===== src/rtl/pit_pkg.sv =====
package pit_pkg;
  localparam int START_BIT  = 0;
  localparam int IRQGEN_BIT = 1;

  // strobes from control to datapath
  typedef struct packed {
    logic restart;  // start command: count from zero
    logic halt;     // period write without start: stop
  } pitCtl_t;
endpackage


===== src/rtl/pit_control.sv =====
module pit_control
  import pit_pkg::*;
#(
  parameter int VAL_W = 7
) (
  input  logic             clk,
  input  logic             rstN,
  input  logic             periodWrEn,
  input  logic [VAL_W:0]   periodWrData,
  input  logic             cmdWrEn,
  input  logic [1:0]       cmdWrData,
  output pitCtl_t          ctl,
  output logic             running,
  output logic             irqEn,
  output logic [VAL_W-1:0] periodVal,
  output logic             sampleSel
);
  logic startCmd;

  assign startCmd    = cmdWrEn & cmdWrData[START_BIT];
  assign ctl.restart = startCmd;
  assign ctl.halt    = periodWrEn & ~startCmd;

  always_ff @(posedge clk) begin
    if (!rstN) begin
      periodVal <= '0;
      sampleSel <= 1'b0;
      running   <= 1'b0;
      irqEn     <= 1'b0;
    end else begin
      if (periodWrEn) begin
        periodVal <= periodWrData[VAL_W-1:0];
        sampleSel <= periodWrData[VAL_W];
      end
      if (startCmd) begin
        running <= 1'b1;
        irqEn   <= cmdWrData[IRQGEN_BIT];
      end else if (periodWrEn) begin
        running <= 1'b0;
      end
    end
  end
endmodule


===== src/rtl/pit_datapath.sv =====
module pit_datapath
  import pit_pkg::*;
#(
  parameter int VAL_W = 7
) (
  input  logic             clk,
  input  logic             rstN,
  input  pitCtl_t          ctl,
  input  logic             running,
  input  logic [VAL_W-1:0] periodVal,
  input  logic             tick250,
  output logic             expPulse
);
  logic [VAL_W-1:0] count;
  logic             atLimit;

  assign atLimit = (count == periodVal);

  always_ff @(posedge clk) begin
    if (!rstN) begin
      count    <= '0;
      expPulse <= 1'b0;
    end else begin
      expPulse <= 1'b0;
      if (ctl.restart || ctl.halt) begin
        count <= '0;
      end else if (running && tick250) begin
        if (atLimit) begin
          count    <= '0;
          expPulse <= 1'b1;
        end else begin
          count <= count + 1'b1;
        end
      end
    end
  end
endmodule


===== src/rtl/pit_status.sv =====
module pit_status (
  input  logic clk,
  input  logic rstN,
  input  logic expPulse,
  input  logic irqEn,
  input  logic statusRd,
  output logic tmrIrqFlag
);
  always_ff @(posedge clk) begin
    if (!rstN)                 tmrIrqFlag <= 1'b0;
    else if (expPulse && irqEn) tmrIrqFlag <= 1'b1;
    else if (statusRd)          tmrIrqFlag <= 1'b0;
  end
endmodule


===== src/rtl/periodic_interval_timer.sv =====
module periodic_interval_timer
  import pit_pkg::*;
#(
  parameter int VAL_W = 7
) (
  input  logic             clk,
  input  logic             rstN,
  input  logic             periodWrEn,
  input  logic [VAL_W:0]   periodWrData,
  input  logic             cmdWrEn,
  input  logic [1:0]       cmdWrData,
  input  logic             statusRd,
  input  logic             tick250,
  input  logic             tick125,
  output logic             frameStrobe,
  output logic             sampleStrobe,
  output logic             tmrIrqFlag,
  output logic             irqOut
);
  pitCtl_t          ctl;
  logic             running;
  logic             irqEn;
  logic [VAL_W-1:0] periodVal;
  logic             sampleSel;
  logic             expPulse;

  pit_control #(.VAL_W(VAL_W)) u_control (
    .clk, .rstN, .periodWrEn, .periodWrData, .cmdWrEn, .cmdWrData,
    .ctl, .running, .irqEn, .periodVal, .sampleSel
  );

  pit_datapath #(.VAL_W(VAL_W)) u_datapath (
    .clk, .rstN, .ctl, .running, .periodVal, .tick250, .expPulse
  );

  pit_status u_status (
    .clk, .rstN, .expPulse, .irqEn, .statusRd, .tmrIrqFlag
  );

  assign frameStrobe  = expPulse;
  assign sampleStrobe = sampleSel ? tick125 : expPulse;
  assign irqOut       = tmrIrqFlag;
endmodule


===== config.mk =====
export PLATFORM = sky130hd
export DESIGN_NAME = periodic_interval_timer
export DESIGN_NICKNAME = d
export VERILOG_FILES = /design/src/rtl/pit_pkg.sv /design/src/rtl/pit_control.sv /design/src/rtl/pit_datapath.sv /design/src/rtl/pit_status.sv /design/src/rtl/periodic_interval_timer.sv
export SDC_FILE = /design/constraint.sdc
export NUM_CORES = 1
export LEC_CHECK = 0
export ABC_AREA = 1
export BUFFER_PORTS_ARGS = -buffer_cell sky130_fd_sc_hd__buf_2
export CAP_MARGIN = 20
export CORE_MARGIN = 2
export CORE_UTILIZATION = 26
export CTS_CLUSTER_SIZE = 16
export DETAILED_ROUTE_END_ITERATION = 10
export PLACE_DENSITY_LB_ADDON = 0.08
export SYNTH_ARGS = -nofsm -noshare
export SYNTH_HDL_FRONTEND = slang
export SYNTH_SLANG_ARGS = --single-unit

===== constraint.sdc =====
create_clock -name clk -period 1.64 [get_ports clk]
set_input_delay 0.492 -clock clk [delete_from_list [all_inputs] [get_ports clk]]
set_output_delay 0.492 -clock clk [all_outputs]
set_load 0.02 [all_outputs]

==> flow_summary.json, run 1 <==
{
  "grt_use_total_pct": 11.78,
  "setup_viol": 0,
  "drive_above_1_share_pct": 17.61,
  "clockRootBuffer": "clkbuf_8",
  "ant_nets": 0,
  "die_w_um": 66.28,
  "netlist_area_mm2": 0.001008,
  "fin_setup_tns_ps": 0,
  "die_area_mm2": 0.004393,
  "critical_path_class": "flip-flop to output port",
  "cts_made_buffers": 3,
  "slowest_stage": "dfxtp_1",
  "drt_iter0_drc": 41,
  "clk_pin_slew_worst_paths_ps": 70,
  "cp_max_fo": 2,
  "synth.distinct_cells": 23,
  "cts_max_path_buffers": 2,
  "nNetsFinal": 195,
  "portBuffers": 20,
  "grt_first_pass_wirelength_um": 3946,
  "placed_cells": 220,
  "synth_nets": 173,
  "run_status": "finished clean",
  "gp_congestion": 0.7110,
  "synth.top_cell.area_share_pct": 37.72,
  "ys_seq_elements": 19,
  "place_area_mm2": 0.001149,
  "crit_required_ps": 1150,
  "wl_per_cell_um": 9.714,
  "grt_setup_unrepaired": "false",
  "power.density_mw_per_mm2": 780.2,
  "grt_overflow": 0,
  "clock_latency_ps": 250,
  "whs_ps": 465.4,
  "clock_skew_ps": 3.762,
  "hold_path_class": "input port to flip-flop",
  "postCtsHoldBufs": 0,
  "finalWirelength_um": 2176,
  "diodes": 0,
  "synth_top_area_cell": "dfxtp_1",
  "fmax_ghz": 0.6333,
  "tightest_slew_ps": 223.1,
  "start_kind": "flip-flop",
  "synthCells": 155,
  "dp_hpwl_um": 1691,
  "layout_common_cells": "49 x nand2_1, 28 x inv_1, 20 x buf_2, 19 x dfxtp_1, 17 x nor2_1",
  "cts_tree": "yes",
  "stdcell_area_mm2": 0.001194,
  "grt_pass1_vias": 929,
  "post_synth.cell_area_avg_um2": 6.506,
  "yosysWarnings": 0,
  "initial_core_util_pct": 27.34,
  "antenna_found_initial": 0,
  "final_min_period_over_clock_period_pct": 96.28,
  "drv_cap": 0,
  "vias_per_cell": 4.103,
  "core_area_mm2": 0.003689,
  "pin_count": 21,
  "via_count": 919,
  "hold_viol_final": 0,
  "cts.sinks": 19,
  "ys_top_cells_by_area": "dfxtp_1 38%, nand2_1 18%, inv_1 10%, nor2_1 6.3%, o21ai_0 5.5%",
  "cp_slowest_stage_delay_ps": 350,
  "cts_setup_buffers": 0,
  "die_h_um": 66.28,
  "drc": 0,
  "dr.pass1.iters": 4,
  "cp.arrival_ps": 1090,
  "vdd_ir_drop_max_mv": 0.3260,
  "relSlewSlack_pct": 85.11,
  "cts_resized": 0,
  "seq_area_frac_synth_pct": 37.72,
  "grt_max_degree": 17,
  "maxSlewViolCount": 0,
  "crit_chain": "mux2_2 -> buf_2",
  "final_common_cell": "nand2_1",
  "row_count": 22,
  "syn_to_final_growth_pct": 18.36,
  "htreeDepth": 1,
  "p_leak_nw": 0.5815,
  "final_cells": 224,
  "end_kind": "output port",
  "period_minus_slack_ps": 1579
}
==> final cells by class <==
cell class                      count  area [um2]
Fill cell                         439        2495
Multi-Input combinational cell    104       495.5
Sequential cell                    19       380.4
Timing Repair Buffer               21       107.6
Inverter                           28       105.1
Tap cell                           48       60.06
Clock buffer                        4       45.04
==> state kept, by name, summed over array words and instances, names as in the netlist <==
register	cells
u_datapath.expPulse	1
u_control.sampleSel	1
u_datapath.count	7
u_control.periodVal	7
u_status.tmrIrqFlag	1
u_control.irqEn	1
u_control.running	1
==> kinds of logic (layout without fill, tap and decap cells) <==
| family | after synthesis | count (layout) | share of synthesized area [%] |
|---|---|---|---|
| xor gates and xnor gates | 5 | 5 | 4.343 |
| muxes | 1 | 1 | 1.117 |
| AOI/OAI and AO/OA | 22 | 22 | 11.29 |
| DFF | 19 | 19 | 37.72 |
| buffers and inverters | 32 | 53 | 13.15 |
| adders and majority gates | 1 | 1 | 1.240 |
| and+or+nand+nor | 75 | 75 | 31.14 |
==> path summary, 6_finish.rpt <==
kind                                                       start                                to  slack, ps  cells past startpoint
worst max-delay path            u_control.sampleSel$_SDFFE_PN0P_                      sampleStrobe         60                      2
worst min-delay path                             periodWrData[7]  u_control.sampleSel$_SDFFE_PN0P_        470                      3
worst max register to register  u_datapath.count[0]$_SDFFE_PP0P_  u_datapath.count[6]$_SDFFE_PP0P_        390                      8
worst min register to register      u_control.irqEn$_SDFFE_PN0P_  u_status.tmrIrqFlag$_SDFFE_PN0P_        470                      2
==> stage by stage <==
step | util, % | setup slack (ps) | power, mW
6_report | 32.36 | 60.96 | 0.9313
5_1_grt | 32.36 | 4.219 | 0.9852
4_1_cts | 32.36 | 48.82 | 0.9491
3_5_place_dp | 31.14 | 157.3 | 0.6119
3_3_place_gp | 31.14 | 162.7 | 0.6089
2_1_floorplan | - | 350.6 | 0.5698
==> critical path, delay by kind of cell, from the launching register on <==
family                 cells  cell delay (ps)
DFF                        1              350
buffers and inverters      1              150
muxes                      1              330
==> report_power, final <==
| group | total [mW] | leakage, nW | switching [mW] | internal, mW |
|---|---|---|---|---|
| logic | 0.108 | 0.403 | 0.0633 | 0.0448 |
| registers | 0.491 | 0.156 | 0.0120 | 0.479 |
| clock network | 0.332 | 0.0228 | 0.160 | 0.173 |
==> routing by layer <==
| layer | wire length [um] | GRT usage [%] |
|---|---|---|
| met3 | 104 | 3.748 |
| met5 | 0 | 0 |
| met1 | 1005 | 14.15 |
| met2 | 1052 | 20.50 |
| met4 | 13 | 2.296 |
==> Yosys cell counts <==
library cell,count
xnor2_1,2
o21ai_0,11
mux2_2,1
ha_1,1
a21oi_2,1
nand2_1,49
buf_2,1
buf_4,1
buf_6,1
dfxtp_1,19
nor2_1,17
xor2_1,3
nor2_4,1
nand2_2,1
nor2_2,1
nand3_1,3
a21oi_1,9
nand2_4,1
buf_1,1
o21ai_1,1
nand4_1,1
nor3_2,1
inv_1,28
Note: power is estimated with default switching activity, not from simulation.
==> run 2, diff against run 1 <==
==> constraint.sdc (replaced) <==
create_clock -name clk -period 1.64 [get_ports clk]
set_input_delay 0.492 -clock clk [delete_from_list [all_inputs] [get_ports clk]]
set_output_delay 0.492 -clock clk [all_outputs]
set_load 0.005 [all_outputs]
==> run 2 against run 1 <==
Maximum frequency rose by 2.7%. Clock power barely moved. Register-to-register slack barely moved. Critical path depth unchanged. Sequential share of layout area fell by 0.20 points. Hold slack worse by 7.6 ps. First-iteration DRC count fell by 27%. Sequential power barely moved. Core utilization grew 0.20 points. Worst setup slack gained 41 ps. Critical path type unchanged. Largest power group unchanged.
==> flow_summary.json, run 2 (synthesis gave the netlist of run 1 again) <==
{
  "gp_congestion": 0.7381,
  "setup_viol": 0,
  "hold_viol_final": 0,
  "grt_use_total_pct": 11.84,
  "cts_tree": "yes",
  "final_common_cell": "nand2_1",
  "cts.sinks": 19,
  "placed_cells": 221,
  "cts_resized": 0,
  "critical_path_class": "flip-flop to output port",
  "place_area_mm2": 0.001156,
  "drive_above_1_share_pct": 18.08,
  "netSwitchingFraction_pct": 24.85,
  "clock_latency_ps": 250,
  "r2r_cells": 8,
  "row_count": 22,
  "antenna_found_initial": 0,
  "final_min_period_over_clock_period_pct": 93.79,
  "r2r_start": "u_datapath.count[0]$_SDFFE_PP0P_",
  "diodes": 0,
  "clockRootBuffer": "clkbuf_8",
  "portBuffers": 20,
  "syn_to_final_growth_pct": 19.11,
  "whs_endpoint": "u_status.tmrIrqFlag$_SDFFE_PN0P_",
  "pin_count": 21,
  "period_minus_slack_ps": 1538,
  "end_kind": "output port",
  "vdd_ir_drop_max_mv": 0.2605,
  "hold-path-cell-count": 2,
  "cts_made_buffers": 3,
  "die_area_mm2": 0.004393,
  "drt_iter0_drc": 30,
  "finalWirelength_um": 2097,
  "dr.pass1.iters": 4,
  "setup_slack_ps": 101.9,
  "cts_max_path_buffers": 2,
  "die_h_um": 66.28,
  "top_regs": "u_control.periodVal (7), u_datapath.count (7)",
  "crit_chain": "mux2_2 -> buf_2",
  "rr_endpoint": "u_datapath.count[6]$_SDFFE_PP0P_",
  "p_total_mw": 0.9287,
  "cp_max_fo": 2,
  "grt_overflow": 0,
  "crit_required_ps": 1150,
  "grt_pass1_vias": 891,
  "hold_path_class": "flip-flop to flip-flop",
  "combinationalPowerShare_pct": 11.5,
  "p_int_mw": 0.6980,
  "grt_first_pass_wirelength_um": 3898,
  "ant_nets": 0,
  "power.switching_mw": 0.2308,
  "die_w_um": 66.28,
  "grt_max_degree": 17,
  "dp_slack_ps": 190.8,
  "cp.arrival_ps": 1050,
  "fmax_ghz": 0.6501,
  "nNetsFinal": 196,
  "start_kind": "flip-flop",
  "grt_setup_unrepaired": "false",
  "p_leak_nw": 0.5863,
  "slowest_stage": "dfxtp_1",
  "postCtsHoldBufs": 0,
  "relSlewSlack_pct": 85.06,
  "tightest_slew_ps": 223.7,
  "cp_slowest_stage_delay_ps": 340,
  "fill_cells": 431,
  "vias_per_cell": 4.111,
  "r2r_setup_slack_ps": 400,
  "cts_setup_buffers": 0,
  "clock_skew_ps": 0.9917,
  "clk_pin_slew_worst_paths_ps": 70,
  "via_count": 925,
  "htreeDepth": 1,
  "wl_per_cell_um": 9.320,
  "drc": 0,
  "fin_setup_tns_ps": 0,
  "stdcell_area_mm2": 0.001201,
  "initial_core_util_pct": 27.34,
  "layout_common_cells": "49 x nand2_1, 28 x inv_1, 20 x buf_2, 19 x dfxtp_1, 17 x nor2_1",
  "final_cells": 225,
  "run_status": "finished clean",
  "hp-start": "u_control.irqEn$_SDFFE_PN0P_",
  "power_frac_seq_pct": 52.8,
  "core_area_mm2": 0.003689,
  "maxSlewViolCount": 0,
  "dp_hpwl_um": 1620,
  "clkPwrFrac_pct": 35.6,
  "power.density_mw_per_mm2": 773.2,
  "drv_cap": 0
}
-- run 2: how the worst max path moves through the flow --
stage                                                start      endpoint  cells after the start
after global routing      u_control.sampleSel$_SDFFE_PN0P_  sampleStrobe                      2
after global placement                             tick125  sampleStrobe                      3
after detailed placement                           tick125  sampleStrobe                      3
after floorplan                                    tick125  sampleStrobe                      1
final                     u_control.sampleSel$_SDFFE_PN0P_  sampleStrobe                      2
after CTS                 u_control.sampleSel$_SDFFE_PN0P_  sampleStrobe                      2
-- run 2: layout make-up --
class | count | area [um2] | area share, %
multi-input combinational | 104 | 495.5 | 41.25
sequential | 19 | 380.4 | 31.67
timing repair buffer | 22 | 115.1 | 9.583
inverter | 28 | 105.1 | 8.750
tap | 48 | 60.06 | 5.000
clock buffer | 4 | 45.04 | 3.750
-- run 2: per-stage QoR --
step / util, % / hold slack [ps]
3_5_place_dp: 31.34 / 446.9
3_3_place_gp: 31.34 / 454.0
2_1_floorplan: - / 434.0
4_1_cts: 32.56 / 457.7
6_report: 32.56 / 457.8
5_1_grt: 32.56 / 481.8
-- run 2: worst max-delay path: cells and delay by family (launching register included) --
family	cells	cell delay (ps)
buf+inv	1	120
flops	1	340
mux	1	330
-- run 2: metal layers --
| layer | vias up | share of wire (%) | global-route usage, % |
|---|---|---|---|
| li1 | 506 | - | - |
| met1 | 406 | 49 | 15.48 |
| met2 | 11 | 47 | 18.50 |
| met3 | 2 | 3.1 | 2.555 |
| met4 | 0 | 0.62 | 5.357 |
| met5 | - | 0 | 0 |
-- run 2: power by group through the flow --
stage	Sequential, mW	Combinational, mW	Clock [mW]
6_report	0.491	0.107	0.331
5_1_grt	0.494	0.127	0.376
4_1_cts	0.491	0.110	0.352
3_5_place_dp	0.502	0.110	0
3_3_place_gp	0.501	0.107	0
2_1_floorplan	0.499	0.0692	0
==> run 3, diff against run 2 <==
--- a/config.mk
+++ b/config.mk
@@ -12,7 +12,7 @@
 export CORE_UTILIZATION = 26
 export CTS_CLUSTER_SIZE = 16
 export DETAILED_ROUTE_END_ITERATION = 10
-export PLACE_DENSITY_LB_ADDON = 0.08
+export PLACE_DENSITY = 0.41
 export SYNTH_ARGS = -nofsm -noshare
 export SYNTH_HDL_FRONTEND = slang
 export SYNTH_SLANG_ARGS = --single-unit
==> run 3 against run 2 <==
Combinational power is essentially flat. Clock power is essentially flat. Largest power group unchanged. Register-to-register slack lost 20 ps. Final area rose by 0.63%. Critical endpoint unchanged. Critical path type unchanged.
==> flow_summary.json, run 3 (synthesis gave the netlist of run 1 again) <==
{
  "cts_max_path_buffers": 2,
  "top_regs": "u_control.periodVal (7), u_datapath.count (7)",
  "drc": 0,
  "clk_pin_slew_worst_paths_ps": 70,
  "die_area_mm2": 0.004393,
  "dr.pass1.iters": 2,
  "period_minus_slack_ps": 1525,
  "portBuffers": 20,
  "fin_setup_tns_ps": 0,
  "initial_core_util_pct": 27.34,
  "finalWirelength_um": 2101,
  "final_util_pct": 32.77,
  "syn_to_final_growth_pct": 19.85,
  "r2r_setup_slack_ps": 380,
  "cts_made_buffers": 3,
  "grt_pass1_vias": 856,
  "nNetsFinal": 197,
  "maxSlewViolCount": 0,
  "relSlewSlack_pct": 84.65,
  "grt_max_degree": 11,
  "layout_common_cells": "49 x nand2_1, 28 x inv_1, 20 x buf_2, 19 x dfxtp_1, 17 x nor2_1",
  "cp_max_fo": 2,
  "clock_latency_ps": 260,
  "die_w_um": 66.28,
  "cp_slowest_stage_delay_ps": 330,
  "grt_overflow": 0,
  "critical_path_class": "flip-flop to output port",
  "die_h_um": 66.28,
  "power.density_mw_per_mm2": 770.2,
  "via_count": 914,
  "wl_per_cell_um": 9.296,
  "p_total_mw": 0.9309,
  "vdd_ir_drop_max_mv": 0.3798,
  "crit_required_ps": 1150,
  "cts_resized": 0,
  "grt_use_total_pct": 11.41,
  "pin_count": 21,
  "drv_cap": 0,
  "placed_cells": 222,
  "clock_skew_ps": 3.845,
  "end_kind": "output port",
  "setup_viol": 0,
  "tightest_slew_ps": 229.9,
  "p_leak_nw": 0.5911,
  "core_area_mm2": 0.003689,
  "start_kind": "flip-flop",
  "clockRootBuffer": "clkbuf_8",
  "grt_setup_unrepaired": "false",
  "hold_path_class": "flip-flop to flip-flop",
  "ant_nets": 0,
  "slowest_stage": "dfxtp_1",
  "run_status": "finished clean",
  "final_common_cell": "nand2_1",
  "fmax_ghz": 0.6558,
  "cts_setup_buffers": 0,
  "antenna_found_initial": 0,
  "cts.sinks": 19,
  "dp_hpwl_um": 1667,
  "crit_chain": "mux2_2 -> buf_2",
  "vias_per_cell": 4.044,
  "final_min_period_over_clock_period_pct": 92.98,
  "cp.arrival_ps": 1030,
  "grt_first_pass_wirelength_um": 3774,
  "gp_congestion": 0.7270,
  "row_count": 22,
  "htreeDepth": 1,
  "cts_tree": "yes",
  "drt_iter0_drc": 19,
  "drive_above_1_share_pct": 18.54,
  "postCtsHoldBufs": 0,
  "diodes": 0,
  "hold_viol_final": 0,
  "final_cells": 226
}
-- run 3: worst paths after layout --
check,from,end,depth (start not counted)
min,u_control.irqEn$_SDFFE_PN0P_,u_status.tmrIrqFlag$_SDFFE_PN0P_,2
max reg2reg,u_datapath.count[0]$_SDFFE_PP0P_,u_datapath.count[6]$_SDFFE_PP0P_,8
max,u_control.sampleSel$_SDFFE_PN0P_,sampleStrobe,2
min reg2reg,u_control.irqEn$_SDFFE_PN0P_,u_status.tmrIrqFlag$_SDFFE_PN0P_,2
-- run 3: area by class of cell --
cell class                 count  area [um2]
clock buffer                   4       45.04
fill                         429        2480
multi-input combinational    104       495.5
sequential                    19       380.4
tap                           48       60.06
timing repair buffer          23       122.6
inverter                      28       105.1
-- run 3: critical path: cells and delay by family, from the launching register on --
kind	cells	cell delay (ps)
flops	1	330
mux	1	320
buf+inv	1	120
-- run 3: per-layer routing --
layer  GRT usage [%]  part of all wire [%]  vias to the layer above  routed length (um)
li1                -                     -                      511                   -
met1           15.46                    51                      386                1066
met2           17.38                    43                       15                 912
met3           4.089                   4.7                        2                  98
met4           2.296                   1.1                        0                  23
met5               0                     0                        -                   0
-- run 3: per-stage QoR --
stage          cell area, um2  hold WS [ps]  worst slack [ps]
2_1_floorplan            1008         434.0             401.5
5_1_grt                  1209         489.3             70.46
3_5_place_dp             1164         451.1             198.3
6_report                 1209         458.9             115.1
4_1_cts                  1209         462.0             102.2
3_3_place_gp             1164         450.5             196.5
-- run 3: power breakdown --
group	switching, mW	internal [mW]
registers	0.0118	0.479
logic	0.0606	0.0480
clock network	0.159	0.173
total	0.232	0.699
